--- src/rtl/pbus_pkg.sv ---
package pbus_pkg;

  // Phase of the sequencer within one halfword transfer
  typedef enum logic [1:0] {
    PH_IDLE = 2'd0,  // no transfer, bus quiet
    PH_ADDR = 2'd1,  // strobe high, address valid
    PH_DATA = 2'd2,  // strobe low, data phase
    PH_ONE  = 2'd3   // single-clock write: strobe, address and data together
  } phase_t;

  // Half period of the bus clock in system clocks for a divider setting
  function automatic logic [31:0] half_len(input logic [31:0] d);
    return (d == 32'd0) ? 32'd1 : d;
  endfunction

endpackage

--- src/rtl/pbus_clkdiv.sv ---
module pbus_clkdiv #(
  parameter int DIV_W = 8
) (
  input  logic             clk,
  input  logic             rst,
  input  logic [DIV_W-1:0] div_cfg,
  output logic             bus_clk,
  output logic             rise_tick
);
  import pbus_pkg::*;

  logic [DIV_W-1:0] cnt;
  logic [DIV_W-1:0] lim;
  logic             wrap;

  always_comb begin
    lim  = DIV_W'(half_len(32'(div_cfg)) - 32'd1);
    // >= keeps the counter bounded if the divider is lowered on the fly
    wrap = (cnt >= lim);
  end

  // Event brought out for the sequencer: bus clock rises at this edge
  assign rise_tick = wrap && !bus_clk;

  always_ff @(posedge clk) begin
    if (rst) begin
      cnt     <= '0;
      bus_clk <= 1'b0;
    end else if (wrap) begin
      cnt     <= '0;
      bus_clk <= ~bus_clk;
    end else begin
      cnt     <= cnt + DIV_W'(1);
    end
  end

  // the rise event is followed by a high bus clock that was low before
  p_rise_r2: assert property (@(posedge clk) disable iff (rst)
    rise_tick |=> $rose(bus_clk));

  // the bus clock only moves when the half period has elapsed
  p_hold_r2: assert property (@(posedge clk) disable iff (rst)
    !wrap |=> $stable(bus_clk));

endmodule

--- src/rtl/pbus_seq.sv ---
module pbus_seq #(
  parameter int AW = 12,
  parameter int DW = 16
) (
  input  logic            clk,
  input  logic            rst,
  input  logic            tick,
  input  logic            cfg_wr2,
  input  logic            req,
  input  logic            req_wr,
  input  logic            req_wide,
  input  logic [AW-1:0]   req_addr,
  input  logic [2*DW-1:0] req_wdata,
  output logic            ack,
  output logic [2*DW-1:0] rdata,
  output logic [AW-1:0]   bus_addr,
  output logic            bus_rd,
  output logic            bus_wr,
  output logic [DW-1:0]   dq_o,
  output logic            dq_oe,
  input  logic [DW-1:0]   dq_i
);
  import pbus_pkg::*;

  localparam int WW = 2 * DW;

  phase_t          ph;
  logic            hi;      // 0: low halfword, 1: high halfword
  logic            wr_l;
  logic            wide_l;
  logic [AW-1:0]   base;
  logic [WW-1:0]   wd;

  function automatic logic [AW-1:0] step_addr(input logic [AW-1:0] a);
    return a + AW'(1);
  endfunction

  function automatic logic [DW-1:0] pick_half(input logic [WW-1:0] w, input logic h);
    return h ? w[WW-1:DW] : w[DW-1:0];
  endfunction

  // Named events for the checks below
  logic last_half;
  assign last_half = !wide_l || hi;

  always_ff @(posedge clk) begin
    if (rst) begin
      ph       <= PH_IDLE;
      hi       <= 1'b0;
      wr_l     <= 1'b0;
      wide_l   <= 1'b0;
      base     <= '0;
      wd       <= '0;
      bus_addr <= '0;
      bus_rd   <= 1'b0;
      bus_wr   <= 1'b0;
      dq_o     <= '0;
      dq_oe    <= 1'b0;
      ack      <= 1'b0;
      rdata    <= '0;
    end else begin
      ack <= 1'b0;
      if (tick) begin
        case (ph)
          PH_IDLE: begin
            if (req) begin
              base     <= req_addr;
              wd       <= req_wdata;
              wr_l     <= req_wr;
              wide_l   <= req_wide;
              hi       <= 1'b0;
              bus_addr <= req_addr;
              if (req_wr) begin
                bus_wr <= 1'b1;
                if (cfg_wr2) begin
                  ph <= PH_ADDR;
                end else begin
                  ph    <= PH_ONE;
                  dq_oe <= 1'b1;
                  dq_o  <= req_wdata[DW-1:0];
                end
              end else begin
                bus_rd <= 1'b1;
                rdata  <= '0;
                ph     <= PH_ADDR;
              end
            end
          end
          PH_ADDR: begin
            bus_rd <= 1'b0;
            bus_wr <= 1'b0;
            if (wr_l) begin
              dq_oe <= 1'b1;
              dq_o  <= pick_half(wd, hi);
            end
            ph <= PH_DATA;
          end
          default: begin  // PH_DATA or PH_ONE: halfword ends here
            if (!wr_l) begin
              if (hi) rdata[WW-1:DW] <= dq_i;
              else    rdata[DW-1:0]  <= dq_i;
            end
            if (!last_half) begin
              hi       <= 1'b1;
              bus_addr <= step_addr(base);
              if (wr_l) begin
                bus_wr <= 1'b1;
                if (ph == PH_ONE) begin
                  dq_oe <= 1'b1;
                  dq_o  <= pick_half(wd, 1'b1);
                end else begin
                  dq_oe <= 1'b0;
                  ph    <= PH_ADDR;
                end
              end else begin
                bus_rd <= 1'b1;
                ph     <= PH_ADDR;
              end
            end else begin
              ph     <= PH_IDLE;
              ack    <= 1'b1;
              bus_rd <= 1'b0;
              bus_wr <= 1'b0;
              dq_oe  <= 1'b0;
            end
          end
        endcase
      end
    end
  end

  // a read strobe lasts exactly one bus clock
  p_rd_one_clock_r3: assert property (@(posedge clk) disable iff (rst)
    (tick && bus_rd) |=> !bus_rd);

  // a two-phase write address clock is followed by data with strobe low
  p_wr_split_r5: assert property (@(posedge clk) disable iff (rst)
    (tick && bus_wr && !dq_oe) |=> (dq_oe && !bus_wr));

  // data is never driven while idle or together with a read strobe
  p_oe_idle_r7: assert property (@(posedge clk) disable iff (rst)
    (ph == PH_IDLE || bus_rd) |-> !dq_oe);

  // acknowledge is a single-cycle pulse and never follows a read address phase
  p_ack_pulse_r8: assert property (@(posedge clk) disable iff (rst)
    ack |=> !ack);
  p_ack_late_r8: assert property (@(posedge clk) disable iff (rst)
    (tick && bus_rd) |=> !ack);

  // bus outputs move only on a bus clock rising edge
  p_quiet_r8: assert property (@(posedge clk) disable iff (rst)
    !tick |=> ($stable(bus_addr) && $stable(bus_rd) && $stable(bus_wr) && $stable(dq_oe)));

endmodule

--- src/rtl/pbus_master.sv ---
module pbus_master #(
  parameter int ADDR_W = 12,
  parameter int DATA_W = 16,
  parameter int DIV_W  = 8
) (
  input  logic                clk,
  input  logic                rst,
  input  logic [DIV_W-1:0]    cfg_div,
  input  logic                cfg_wr2,
  input  logic                req,
  input  logic                req_wr,
  input  logic                req_wide,
  input  logic [ADDR_W-1:0]   req_addr,
  input  logic [2*DATA_W-1:0] req_wdata,
  output logic                ack,
  output logic [2*DATA_W-1:0] rdata,
  output logic                bus_clk,
  output logic [ADDR_W-1:0]   bus_addr,
  output logic                bus_rd,
  output logic                bus_wr,
  output logic [DATA_W-1:0]   bus_dq_o,
  output logic                bus_dq_oe,
  input  logic [DATA_W-1:0]   bus_dq_i
);

  logic rise_tick;

  pbus_clkdiv #(.DIV_W(DIV_W)) u_div (
    .clk       (clk),
    .rst       (rst),
    .div_cfg   (cfg_div),
    .bus_clk   (bus_clk),
    .rise_tick (rise_tick)
  );

  pbus_seq #(.AW(ADDR_W), .DW(DATA_W)) u_seq (
    .clk       (clk),
    .rst       (rst),
    .tick      (rise_tick),
    .cfg_wr2   (cfg_wr2),
    .req       (req),
    .req_wr    (req_wr),
    .req_wide  (req_wide),
    .req_addr  (req_addr),
    .req_wdata (req_wdata),
    .ack       (ack),
    .rdata     (rdata),
    .bus_addr  (bus_addr),
    .bus_rd    (bus_rd),
    .bus_wr    (bus_wr),
    .dq_o      (bus_dq_o),
    .dq_oe     (bus_dq_oe),
    .dq_i      (bus_dq_i)
  );

  // strobes are mutually exclusive
  p_no_both_r9: assert property (@(posedge clk) disable iff (rst)
    !(bus_rd && bus_wr));

  // first cycle after reset is quiet
  p_reset_quiet_r1: assert property (@(posedge clk)
    $fell(rst) |-> (!bus_rd && !bus_wr && !bus_dq_oe && !ack));

endmodule

--- config.mk ---
export PLATFORM = sky130hd
export DESIGN_NAME = pbus_master
export DESIGN_NICKNAME = d
export VERILOG_FILES = /design/src/rtl/pbus_pkg.sv /design/src/rtl/pbus_clkdiv.sv /design/src/rtl/pbus_seq.sv /design/src/rtl/pbus_master.sv
export SDC_FILE = /design/constraint.sdc
export NUM_CORES = 1
export LEC_CHECK = 0
export BUFFER_PORTS_ARGS = -buffer_cell sky130_fd_sc_hd__clkbuf_2
export CAP_MARGIN = 20
export CORE_AREA = 2 2 81 141
export CTS_BUF_LIST = sky130_fd_sc_hd__clkbuf_16
export DETAILED_ROUTE_END_ITERATION = 8
export DIE_AREA = 0 0 83 143
export GPL_ROUTABILITY_DRIVEN = 0
export PLACE_DENSITY = 0.89
export SYNTH_ARGS = -nofsm -noshare
export SYNTH_HDL_FRONTEND = slang
export SYNTH_HIERARCHICAL = 1
export SYNTH_SLANG_ARGS = --single-unit
--- constraint.sdc ---
create_clock -name clk -period 4.95 [get_ports clk]
set_input_delay 0.2475 -clock clk [delete_from_list [all_inputs] [get_ports clk]]
set_output_delay 0.2475 -clock clk [all_outputs]
set_load 0.03 [all_outputs]
==> run summary <==
Run status -> completed
RSZ-0062 raised after global routing -> false
Hold_buf cts -> 0
Post-synthesis cell type count -> 59
Fin. Hold Viols -> 0
Routed Antenna Nets -> 0
Resize count post-CTS -> 0
Hold path depth -> 3
CP dominant cell by count -> nor2_1
PortBufs -> 138
Seq/Total Area, Yosys -> 43.0%
Post-Layout Cell Count -> 947
Worst skew pair latency -> 0.41 ns
Hold Path Sink -> u_seq/wd[25]$_SDFFE_PP0P_
Via Count -> 5587
TritonCTS clock tree -> done
Starting DRT DRC Count -> 469
R2R setup slack -> 1.95 ns
Delay-heaviest family, CP -> simple AND/OR/NAND/NOR gates
Fillers -> 895
Post-Route Utilization -> 64.8%
Die width -> 83 um
Number of global-route vias before repair -> 5190
P_leak -> 0.00273 uW
Ys async rst share -> 0%
CP Class -> input pin to flip-flop
Root Buffer -> clkbuf_16
Worst Path Buf+Inv -> 3
Mapped Cells -> 691
Initial antenna violation count -> 0
WP data arrival -> 4.21 ns
Largest net degree at the start of global routing -> 116
Die height -> 143 um
Area growth from synthesis to layout -> 22.0%
Gate power share -> 5.8%
Worst Path Required -> 5.30 ns
R2r startpoint -> u_div/cnt[0]$_SDFF_PP0_
Cell count after placement -> 916
R2R Path End -> u_seq/bus_addr[7]$_SDFFE_PP0P_
Via-to-Cell Ratio -> 5.90
Pint -> 1760 uW
Achievable frequency -> 259 MHz
Crit-path slowest cell -> or4_1
Pwr Density -> 325 nW/um^2
FF-to-FF path depth -> 12
Average routed wire per standard cell -> 16.1 um
Sink Count -> 122
Antenna diodes -> 0
Slowest stage delay, CP -> 0.61 ns
Setup Skew -> 0.0103 ns
All-Layer GR Usage -> 24.9%
Worst Setup End Kind -> flip-flop
First-pass GRT wire length -> 24.1 mm
Syn nets -> 776
Routed WL -> 15.3 mm
Slew Limit Headroom -> 27.8%
Clk pwr share -> 50.2%
Crit-path max FO -> 15
CTS Buf Count -> 17
Drt pass-1 iters -> 7
Worst-path clk slew -> 0.06 ns
Detailed placer's ending HPWL -> 10.1 mm
Tightest Hold Check Type -> input pin to flip-flop
Cell Area, Synth -> 5690 um^2
Area of the core -> 10700 um^2
Clk buf depth -> 2
Depth of the CTS H-tree -> 4
Yosys Warn Count -> 6
DRC viols -> 0
Critical path launch point type -> input pin
Setup bufs post-CTS -> 0
Post-synth EDFFs -> 0
Post-layout nets -> 890
Final Max Slew Viols -> 0
Final Cycle Share -> 78.1%
Final worst path period need -> 3.87 ns
Final Setup Violations -> 0
Setup TNS -> 0 ns
I/O pin cnt -> 139
Sw Share -> 21.8%
Most used DFF post-synth -> dfxtp_1
Grt total ovfl -> 0
Min-delay src -> req_wdata[25]
Cell Rows -> 50
Critical-path cell list -> clkbuf_2, or4_1, nor4_2, nor2_1, ha_1, inv_1, nor2_1, xnor2_1, ha_1, nand2_1, nor2_1, a31oi_1, nor2_1, buf_4, nand4b_2, and2_1, or4_1, a21oi_1
Initial Utilization -> 53.1%
Peak supply drop -> 0.000260 V
Psw -> 493 uW
Post-synthesis register bit count -> 122
Total power -> 2260 uW
Reg power frac -> 44.0%
Area of the die -> 11900 um^2
Max cap viols -> 0
Layout cell share with drive strength beyond 1 -> 23.1%
Syn_area_per_cell -> 8.23 um^2
Worst-margin pin slew -> 1.08 ns
==> kinds of logic after synthesis <==
| kind of cell | synth area share (%) |
|---|---|
| adder cells (fa/ha/maj) | 2.42 |
| buffers and inverters | 5.11 |
| multiplexers | 2.99 |
| AND/OR/NAND/NOR | 24.4 |
| XOR/XNOR | 2.46 |
| AO/OA/AOI/OAI | 19.7 |
| flip-flops | 43.0 |
==> Yosys cell counts, types with 2 or more instances <==
master,instances,share of area [%]
and4_1,5,0.77
o21ai_0,22,1.9
or3_1,3,0.33
o22ai_1,19,2.1
nor2b_1,2,0.22
or4_1,4,0.53
inv_1,7,0.46
xor2_1,8,1.2
nor2_1,57,3.8
nand3_1,13,1.1
a211oi_1,3,0.40
xnor2_1,8,1.2
clkbuf_1,33,2.2
nand4b_1,2,0.31
buf_6,3,0.59
o41ai_1,3,0.46
nand3b_1,6,0.79
a21oi_1,90,7.9
nand2b_1,20,2.2
nand4_1,34,3.7
a2111o_1,16,3.2
buf_2,16,1.4
ha_1,11,2.4
mux2i_1,17,3.0
a21boi_0,3,0.40
a31oi_1,3,0.33
nand2_1,118,7.8
nor3_1,5,0.44
buf_4,3,0.40
o21a_1,3,0.40
o211ai_1,2,0.26
dfxtp_1,122,43
a311o_2,2,0.40
a211o_1,2,0.31
and2_1,2,0.22
==> metal layers <==
layer | share of wire (%) | GRT usage, %
met5 | 0 | 0
met4 | 2.8 | 12.5
met3 | 5.9 | 5.14
met2 | 52 | 44.1
met1 | 39 | 28.2
==> metrics by stage <==
step / cell area (um^2) / hold slack (ns) / worst slack [ns]
after floorplan: 5690 / 0.383 / 1.30
after global placement: 6400 / 0.441 / 0.948
after detailed placement: 6400 / 0.450 / 0.736
after CTS: 6940 / 0.0471 / 1.17
after global routing: 6940 / 0.0570 / 0.817
final: 6940 / 0.0588 / 1.08
==> worst max path at each step <==
stage                    start                         endpoint  cells past startpoint
floorplan           cfg_div[2]  u_seq/bus_addr[11]$_SDFFE_PP0P_                     17
global placement    cfg_div[2]   u_seq/bus_addr[6]$_SDFFE_PP0P_                     18
detailed placement  cfg_div[2]   u_seq/bus_addr[6]$_SDFFE_PP0P_                     18
CTS                 cfg_div[2]   u_seq/bus_addr[5]$_SDFFE_PP0P_                     18
global route        cfg_div[2]   u_seq/bus_addr[6]$_SDFFE_PP0P_                     18
finish              cfg_div[2]   u_seq/bus_addr[6]$_SDFFE_PP0P_                     18
==> layout make-up <==
| type | instances | area (um^2) | share of cell area (%) |
|---|---|---|---|
| multi-input cells | 506 | 2980 | 42.9 |
| flip-flops and latches | 122 | 2440 | 35.2 |
| repair buffers | 150 | 783 | 11.3 |
| clock buffers | 17 | 425 | 6.13 |
| well taps | 130 | 163 | 2.34 |
| clock inverters | 14 | 115 | 1.66 |
| inverters | 8 | 30.0 | 0.433 |
==> power by group through the flow <==
stage	clock network [uW]	registers [uW]	logic, uW
floorplan	0	1010	72.8
CTS	1150	993	130
finish	1130	993	132
global route	1190	993	143
detailed placement	0	1010	129
global placement	0	1010	127
==> tightest hold or removal path, stage by stage <==
cell	delay (ns)
clkbuf_2	0.08
nand2_1	0.05
a21oi_1	0.05
==> sequential cells by signal, summed over array words and instances (netlist names), 2 cells and up <==
name            count
u_seq/rdata        32
u_seq/bus_addr     12
u_seq/wd           32
u_seq/base         12
u_div/cnt           8
u_seq/ph            2
u_seq/dq_o         16
==> cells in the final DEF (no fill, tap or decap), types with 5 or more instances in the layout <==
cell type / netlist / layout
nand3_1: 13 / 13
dfxtp_1: 122 / 122
mux2i_1: 17 / 17
o22ai_1: 19 / 19
xor2_1: 8 / 8
clkbuf_16: 0 / 17
ha_1: 11 / 11
o21ai_0: 22 / 22
nor3_1: 5 / 5
a2111o_1: 16 / 16
clkinv_1: 1 / 6
buf_4: 3 / 13
nor2_1: 57 / 57
inv_1: 7 / 9
nand2b_1: 20 / 20
nand3b_1: 6 / 6
nand4_1: 34 / 34
nand2_1: 118 / 118
and4_1: 5 / 5
xnor2_1: 8 / 8
clkbuf_2: 0 / 137
a21oi_1: 90 / 90
(Power assumes the default switching activity.)
